===== config.mk =====
export PLATFORM = sky130hd
export DESIGN_NAME = tdm_frame_gen
export DESIGN_NICKNAME = d
export VERILOG_FILES = /design/src/rtl/tdm_frame_pkg.sv /design/src/rtl/tdm_pos_counter.sv /design/src/rtl/tdm_shadow.sv /design/src/rtl/tdm_serializer.sv /design/src/rtl/tdm_frame_gen.sv
export SDC_FILE = /design/constraint.sdc
export NUM_CORES = 1
export LEC_CHECK = 0
export ABC_AREA = 1
export BUFFER_PORTS_ARGS = -buffer_cell sky130_fd_sc_hd__buf_2
export CAP_MARGIN = 40
export CORE_ASPECT_RATIO = 0.9
export CORE_MARGIN = 8
export CORE_UTILIZATION = 40
export CTS_BUF_LIST = sky130_fd_sc_hd__clkbuf_2
export DETAILED_ROUTE_END_ITERATION = 8
export HOLD_SLACK_MARGIN = 0.02
export PLACE_DENSITY_LB_ADDON = 0.12
export SYNTH_ARGS = -nofsm -noshare
export SYNTH_HDL_FRONTEND = slang
export SYNTH_SLANG_ARGS = --single-unit

===== constraint.sdc =====
create_clock -name clk -period 2.78 [get_ports clk]
set_clock_uncertainty 0.15 [all_clocks]
set_input_delay 0.695 -clock clk [delete_from_list [all_inputs] [get_ports clk]]
set_output_delay 0.695 -clock clk [all_outputs]
set_load 0.01 [all_outputs]

===== src/rtl/tdm_frame_pkg.sv =====
package tdm_frame_pkg;
    localparam int unsigned NUM_CH  = 32;
    localparam int unsigned WORD_W  = 8;
    localparam int unsigned FRAMES  = 16;
    localparam int unsigned XY_W    = 4;
    localparam int unsigned CTRL_A  = 0;
    localparam int unsigned CTRL_B  = 16;
    localparam int unsigned CH_W    = $clog2(NUM_CH);
    localparam int unsigned PL_W    = $clog2(WORD_W);
    localparam int unsigned FR_W    = $clog2(FRAMES);
    localparam int unsigned BUS_W   = NUM_CH * WORD_W;

    typedef struct packed {
        logic [FR_W-1:0] frame;
        logic [PL_W-1:0] plane;
        logic [CH_W-1:0] chan;
    } tdm_pos_t;

    function automatic logic is_ctrl(input logic [CH_W-1:0] c);
        return (c == CH_W'(CTRL_A)) || (c == CH_W'(CTRL_B));
    endfunction

    // recognition word: low planes zero, high planes carry the field
    function automatic logic [WORD_W-1:0] mf_word(input logic [XY_W-1:0] xy);
        return {xy, {(WORD_W-XY_W){1'b0}}};
    endfunction
endpackage


===== src/rtl/tdm_pos_counter.sv =====
module tdm_pos_counter
    import tdm_frame_pkg::*;
(
    input  logic     clk,
    input  logic     rst,
    input  logic     adv,
    output tdm_pos_t pos
);
    always_ff @(posedge clk) begin
        if (rst) begin
            pos <= '0;
        end else if (adv) begin
            if (pos.chan == CH_W'(NUM_CH-1)) begin
                pos.chan <= '0;
                if (pos.plane == PL_W'(WORD_W-1)) begin
                    pos.plane <= '0;
                    pos.frame <= (pos.frame == FR_W'(FRAMES-1)) ? '0 : pos.frame + 1'b1;
                end else begin
                    pos.plane <= pos.plane + 1'b1;
                end
            end else begin
                pos.chan <= pos.chan + 1'b1;
            end
        end
    end
endmodule


===== src/rtl/tdm_shadow.sv =====
module tdm_shadow
    import tdm_frame_pkg::*;
(
    input  logic             clk,
    input  logic             rst,
    input  logic             capture,
    input  logic             mf_first,
    input  logic [BUS_W-1:0] live_words,
    input  logic [XY_W-1:0]  xy,
    output logic [BUS_W-1:0] held_words
);
    for (genvar c = 0; c < NUM_CH; c++) begin : g_ch
        logic [WORD_W-1:0] next_word;
        if (c == CTRL_B) begin : g_sig
            assign next_word = mf_first ? mf_word(xy) : live_words[c*WORD_W +: WORD_W];
        end else begin : g_plain
            assign next_word = live_words[c*WORD_W +: WORD_W];
        end
        always_ff @(posedge clk) begin
            if (rst)
                held_words[c*WORD_W +: WORD_W] <= '0;
            else if (capture)
                held_words[c*WORD_W +: WORD_W] <= next_word;
        end
    end
endmodule


===== src/rtl/tdm_serializer.sv =====
module tdm_serializer
    import tdm_frame_pkg::*;
(
    input  tdm_pos_t         pos,
    input  logic             at_first,
    input  logic [BUS_W-1:0] live_words,
    input  logic [BUS_W-1:0] held_words,
    output logic             bit_out
);
    logic [CH_W+PL_W-1:0] sel;
    always_comb begin
        sel = {pos.chan, PL_W'(0)} | {{CH_W{1'b0}}, pos.plane};
        if (at_first)
            bit_out = live_words[0];
        else
            bit_out = held_words[sel];
    end
endmodule


===== src/rtl/tdm_frame_gen.sv =====
module tdm_frame_gen
    import tdm_frame_pkg::*;
(
    input  logic             clk,
    input  logic             rst,
    input  logic             bit_en,
    input  logic [BUS_W-1:0] chan_words,
    input  logic [XY_W-1:0]  mf_xy,
    output logic             ser_out,
    output logic             frame_start,
    output logic             multiframe_start,
    output logic [CH_W-1:0]  chan_idx,
    output logic [PL_W-1:0]  plane_idx,
    output logic [FR_W-1:0]  frame_idx,
    output logic             ctrl_chan
);
    tdm_pos_t         pos;
    logic             at_first;
    logic [BUS_W-1:0] held_words;

    tdm_pos_counter u_cnt (
        .clk (clk),
        .rst (rst),
        .adv (bit_en),
        .pos (pos)
    );

    assign at_first         = (pos.chan == '0) && (pos.plane == '0);
    assign frame_start      = bit_en && at_first;
    assign multiframe_start = frame_start && (pos.frame == '0);

    tdm_shadow u_shadow (
        .clk        (clk),
        .rst        (rst),
        .capture    (frame_start),
        .mf_first   (pos.frame == '0),
        .live_words (chan_words),
        .xy         (mf_xy),
        .held_words (held_words)
    );

    tdm_serializer u_ser (
        .pos        (pos),
        .at_first   (at_first),
        .live_words (chan_words),
        .held_words (held_words),
        .bit_out    (ser_out)
    );

    assign chan_idx  = pos.chan;
    assign plane_idx = pos.plane;
    assign frame_idx = pos.frame;
    assign ctrl_chan = is_ctrl(pos.chan);
endmodule


Yosys cells after proc, flatten, opt, wreduce, memory -nomap -nowiden:

Cells that the tools add are included.

* bits in read-only memories: 0
* flip-flop bits (word level): 268
* memories: 0
* latch bits: 0
* logic and storage cells: 60
* RAM bits: 0
* output and inout port bits: 16

* shift operators: 0
* equality and inequality tests: 4
* divide/modulo/power cells: 0
* $mul: 0
* mux-type cells: 7
* reduce and logical (&&, ||, !) cells: 9
* $add $sub $neg: 3
* bitwise logic cells: 1
* magnitude comparators: 1

Operators by type and width (number)
* $eq 5x5->1 const B: 2
* $lt 8x9->1 const B: 1
* $bmux 1 s8: 1
* $mux 8: 1
* $or 8x3->8: 1
* $add 5x1->5 const B: 1
* $logic_not 5->1: 1
* $mux 5: 1
* $add 4x1->4 const B: 1
* $eq 4x4->1 const B: 1
* $logic_not 4->1: 1
* $mux 4: 1
* $add 3x1->3 const B: 1
* $eq 3x3->1 const B: 1
* $logic_and 1x1->1: 3
* $logic_not 3->1: 1
* $mux 3: 1
* $reduce_and 3->1: 1
* $mux 1: 2
* $reduce_and 2->1: 1
* $logic_or 1x1->1: 1

Logic depth before layout (Yosys ltp):

* depth after elaboration: 4
* mapped depth: 16

Modules after synthesis:

A second synthesis with hierarchy kept.

* cells, all modules: 1798
* area, all modules: 12221.7 sq um

Modules (own cells, without submodules)
* tdm_shadow: area each 8879.8 sq um, cells each 1126, times used 1
* tdm_serializer: area each 2680.1 sq um, cells each 578, times used 1
* tdm_pos_counter: area each 598.1 sq um, cells each 79, times used 1
* tdm_frame_gen: area each 63.8 sq um, cells each 15, times used 1

Worst setup path after synthesis:

Ideal clock, no wire load.

* path type: register -> output
* from: register u_cnt.pos[0] (netlist name)
* to: output multiframe_start
* setup slack: -0.132 ns
* data required time: 1.935 ns
* stages on the path, launching flop included: 13
* arrival: 2.067 ns
* cell sequence: dfxtp_1 > buf_2 > clkinv_1 > clkbuf_1 > ha_1 > nand3_1 > inv_2 > nand4_2 > nor2_2 > inv_2 > buf_2 > buf_2 > nor2_1

* longest elaborated chain between the ends: 4

Ends and longest elaborated chain
* $logic_not 5->1: line tdm_frame_gen.sv:28 `assign at_first = (pos.chan == '0) && (pos.plane == '0);`
* $logic_and 1x1->1: line tdm_frame_gen.sv:28
* $logic_and 1x1->1: line tdm_frame_gen.sv:29 `assign frame_start = bit_en && at_first;`
* $logic_and 1x1->1: line tdm_frame_gen.sv:30 `assign multiframe_start = frame_start && (pos.frame == '0);`
* to (decl): line tdm_frame_gen.sv:11 `output logic multiframe_start,`

No other way between the ends.

Worst setup path in the final report:

* from: register u_cnt.pos[5] (netlist name)
* to: output ser_out

* longest elaborated chain between the ends: 4
* elaborated cells between the ends (all ways): 6
* those cells by class: mux (3); bitwise (1); reduce/logical (2)

Ends and longest elaborated chain
* $or 8x3->8: line tdm_serializer.sv:12 `sel = {pos.chan, PL_W'(0)} | {{CH_W{1'b0}}, pos.plane};`
* $bmux 1 s8: line tdm_serializer.sv:16 `bit_out = held_words[sel];`
* $mux 1 (implied by the code): line tdm_serializer.sv:16
* $mux 1 (*): line tdm_serializer.sv:13 `if (at_first)`
* to (decl): line tdm_frame_gen.sv:9 `output logic ser_out,`

Mark *: on every way between the ends. The rest lies on a longest branch, timed or not. The select of a mux whose other input is x is not followed.

==> impl_metrics.env <==
export IMPL_status="complete, but fails checks"
export IMPL_fillers=2845
export IMPL_hold_path_endpoint="u_shadow.held_words[57]$_SDFFE_PP0P_"
export IMPL_required_ns=1.93
export IMPL_ant_nets=0
export IMPL_crit_top_cell="nand3_1"
export IMPL_leakage_uw=0.00790
export IMPL_fin_area_um2=17500
export IMPL_ios=279
export IMPL_clock_path_buffers=3
export IMPL_ys_seq_area_frac=0.441
export IMPL_synthFlopType="dfxtp_1"
export IMPL_tns_ns=-1.42
export IMPL_placedInstanceArea_um2=13900
export IMPL_holdWs_ns=0.0913
export IMPL_numCtsBuffers=72
export IMPL_synth_edff_count=0
export IMPL_comb_power_share=0.183
export IMPL_initial_core_util=0.407
export IMPL_synth_distinct_cells=26
export IMPL_syn_cell_area_um2=12200
export IMPL_switchingPower_uw=2680
export IMPL_tightestPinTransition_ns=0.542
export IMPL_crit_path_max_fanout=13
export IMPL_max_cap_violations=0
export IMPL_drt_wl_total_mm=45.9
export IMPL_slew_headroom=0.638
export IMPL_die_y_um=181
export IMPL_synth_seq_cells=268
export IMPL_p_sw_frac=0.311
export IMPL_synth_top_area_cell="dfxtp_1"
export IMPL_grt_pass1_wl_mm=71.2
export IMPL_place_ws_ns=-0.0117
export IMPL_overflow=0
export IMPL_path_delay_family="simple AND/OR/NAND/NOR gates"
export IMPL_hold_viol_final=0
export IMPL_synth_common_cells="438 x nor2_1, 278 x nand2_1, 268 x dfxtp_1"
export IMPL_finalMaxSlewViolations=0
export IMPL_die_area_um2=36200
export IMPL_syn_nets=2068
export IMPL_grt_pass1_vias=13700
export IMPL_regArea_um2=5380
export IMPL_worstRegToRegCells=12
export IMPL_clock_latency_ns=0.85
export IMPL_htree_levels=3
export IMPL_syn_area_per_cell_um2=6.77
export IMPL_core_um2=29900
export IMPL_syn_inst=1797
export IMPL_cts_tree="done"
export IMPL_r2r_end="u_cnt.pos[8]$_SDFFE_PP0P_"
export IMPL_drtIter0Drc=922
export IMPL_seqPwrFrac=0.507
export IMPL_cts_sinks=268
export IMPL_setup_viol=3
export IMPL_power_density_nw_per_um2=491
export IMPL_clk_pin_slew_ns=0.11
export IMPL_rsz0062_at_grt="true"
export IMPL_grt_max_degree=132
export IMPL_track_usage=0.242
export IMPL_fin_ws_ns=-0.786
export IMPL_drtPass1Iterations=5
export IMPL_min_from="chan_words[57]"
export IMPL_synth_top_area_share=0.441
export IMPL_peakVddDrop_uv=246
export IMPL_period_needed_ns=3.57
export IMPL_whs_path_depth=3
export IMPL_routedWlPerCell_um=16.5
export IMPL_rows=60
export IMPL_ys_async_sr_fraction=0
export IMPL_synthTopCellsByArea="dfxtp_1 44%, nor2_1 14%, o21ai_0 11%, nand2_1 8.6%, nand3_1 7.7%"
export IMPL_drc=0
export IMPL_num_vias=13800
export IMPL_end_kind="primary output"
export IMPL_drive_gt1_frac=0.200
export IMPL_nets=2593
export IMPL_yosysMostFrequentCell="nor2_1"
export IMPL_antenna_found_initial=6
export IMPL_crit_type="reg2out"
export IMPL_multiInputGateArea_um2=5810
export IMPL_pwr_share_clk=0.310
export IMPL_fmax_mhz=280
export IMPL_critPathLaunchType="flip-flop"
export IMPL_fp_dieW_um=200
export IMPL_gp_congestion=0.813
export IMPL_arrival_ns=2.72
export IMPL_place_hpwl_mm=27.8
export IMPL_path_buf_inv=3
export IMPL_reg2reg_slack_ns=0.25
export IMPL_via_per_inst=4.96
export IMPL_slowest_stage="dfxtp_4"
export IMPL_hold_path_class="in2reg"
export IMPL_fin_crit_sh=1.28
export IMPL_worstPathCellList="buf_12 > clkbuf_16 > nor2_1 > nor2_1 > o21ai_1 > nand3_1 > nand3_1 > nand2_2 > a21oi_2 > nand3_2 > nand3_1 > nand2_1 > nand2_1 > nand2_2 > buf_6"
export IMPL_syn_to_final_growth_pct=43.9
export IMPL_r2r_start="u_cnt.pos[0]$_SDFFE_PP0P_"
export IMPL_internal_power_uw=5920
export IMPL_synth_warnings=0
export IMPL_slowest_delay_ns=0.42
export IMPL_root_buffer="clkbuf_2"
export IMPL_io_buffers=278
export IMPL_violations="negative setup slack"
-- power groups by stage --
stage	sequential, uW	clock (uW)	combinational (uW)
after floorplan	4400	0	793
after global placement	4440	0	1220
after detailed placement	4440	0	1240
after CTS	4350	2770	1540
after global routing	4400	2970	1760
final	4360	2670	1570
-- state kept, by name (all words and copies together) (netlist names) --
register	flops
u_shadow.held_words	256
u_cnt.pos	12
-- worst reg2reg max path, delay by kind of cell, from the launching register on --
family / cells / cell delay, ns
flops: 1 / 0.37
simple gates: 5 / 0.66
compound gates: 2 / 0.35
buf+inv: 3 / 0.53
fa+ha+maj: 2 / 0.41
-- placed cells by master (no fill, tap or decap), drive strengths merged, types with 7 or more instances in the layout --
| cell type | count |
|---|---|
| nand3 | 186 |
| clkbuf | 106 |
| dlygate4sd3 | 257 |
| clkinv | 16 |
| diode | 7 |
| o211ai | 8 |
| nand2 | 278 |
| buf | 326 |
| ha | 8 |
| nor2 | 439 |
| a21oi | 88 |
| o21ai | 275 |
| dfxtp | 268 |
| inv | 91 |
-- worst max path at each step --
stage / start / end / slack [ns] / cells after the start
floorplan: u_cnt.pos[0]$_SDFFE_PP0P_ / multiframe_start / 0.004 / 12
global placement: u_cnt.pos[5]$_SDFFE_PP0P_ / ser_out / -0.06 / 14
detailed placement: u_cnt.pos[5]$_SDFFE_PP0P_ / ser_out / -0.01 / 14
CTS: u_cnt.pos[5]$_SDFFE_PP0P_ / ser_out / -0.84 / 15
global route: u_cnt.pos[5]$_SDFFE_PP0P_ / ser_out / -1.02 / 15
finish: u_cnt.pos[5]$_SDFFE_PP0P_ / ser_out / -0.79 / 15
-- per-layer routing --
layer / wire (um) / GRT usage / vias up / share of wire
li1: - / - / 6920 / -
met1: 20500 / 0.314 / 6325 / 0.45
met2: 21300 / 0.389 / 458 / 0.46
met3: 2930 / 0.0501 / 93 / 0.064
met4: 1250 / 0.0915 / 0 / 0.027
met5: 0 / 0 / - / 0
-- stage by stage --
step / total power (uW) / instances / util
finish: 8600 / 2780 / 0.586
global route: 9120 / 2779 / 0.586
CTS: 8660 / 2766 / 0.578
detailed placement: 5680 / 2382 / 0.464
global placement: 5660 / 2382 / 0.464
floorplan: 5190 / 1797 / -
-- area by class of cell --
cell class              count  share of cell area
flip-flops and latches    268               0.307
inverters                  92              0.0218
clock inverters            19             0.00529
repair buffers            587               0.274
clock buffers             103              0.0295
diodes                      7             0.00100
multi-input cells        1301               0.332
well taps                 403              0.0288
-- timing repair --
item,4_1_cts,5_1_grt
resized for setup,24,25
endpoints found under the setup margin,4,14
pin swaps,2,4
gates cloned,3,3
setup buffers,3,4
hold endpoints to repair,252,1
hold buffers,256,1
-- cells by family (layout without fill, tap and decap cells) --
kind of cell / after synthesis / count (layout) / share of synthesized area
and+or+nand+nor: 915 / 915 / 0.304
AOI/OAI and AO/OA: 377 / 377 / 0.158
other: 0 / 7 / 0
xor gates and xnor gates: 1 / 1 / 0.000720
buffers and inverters: 228 / 801 / 0.0881
DFF: 268 / 268 / 0.441
adders and majority gates: 8 / 8 / 0.00823
Power figures use the tool's default switching activity.
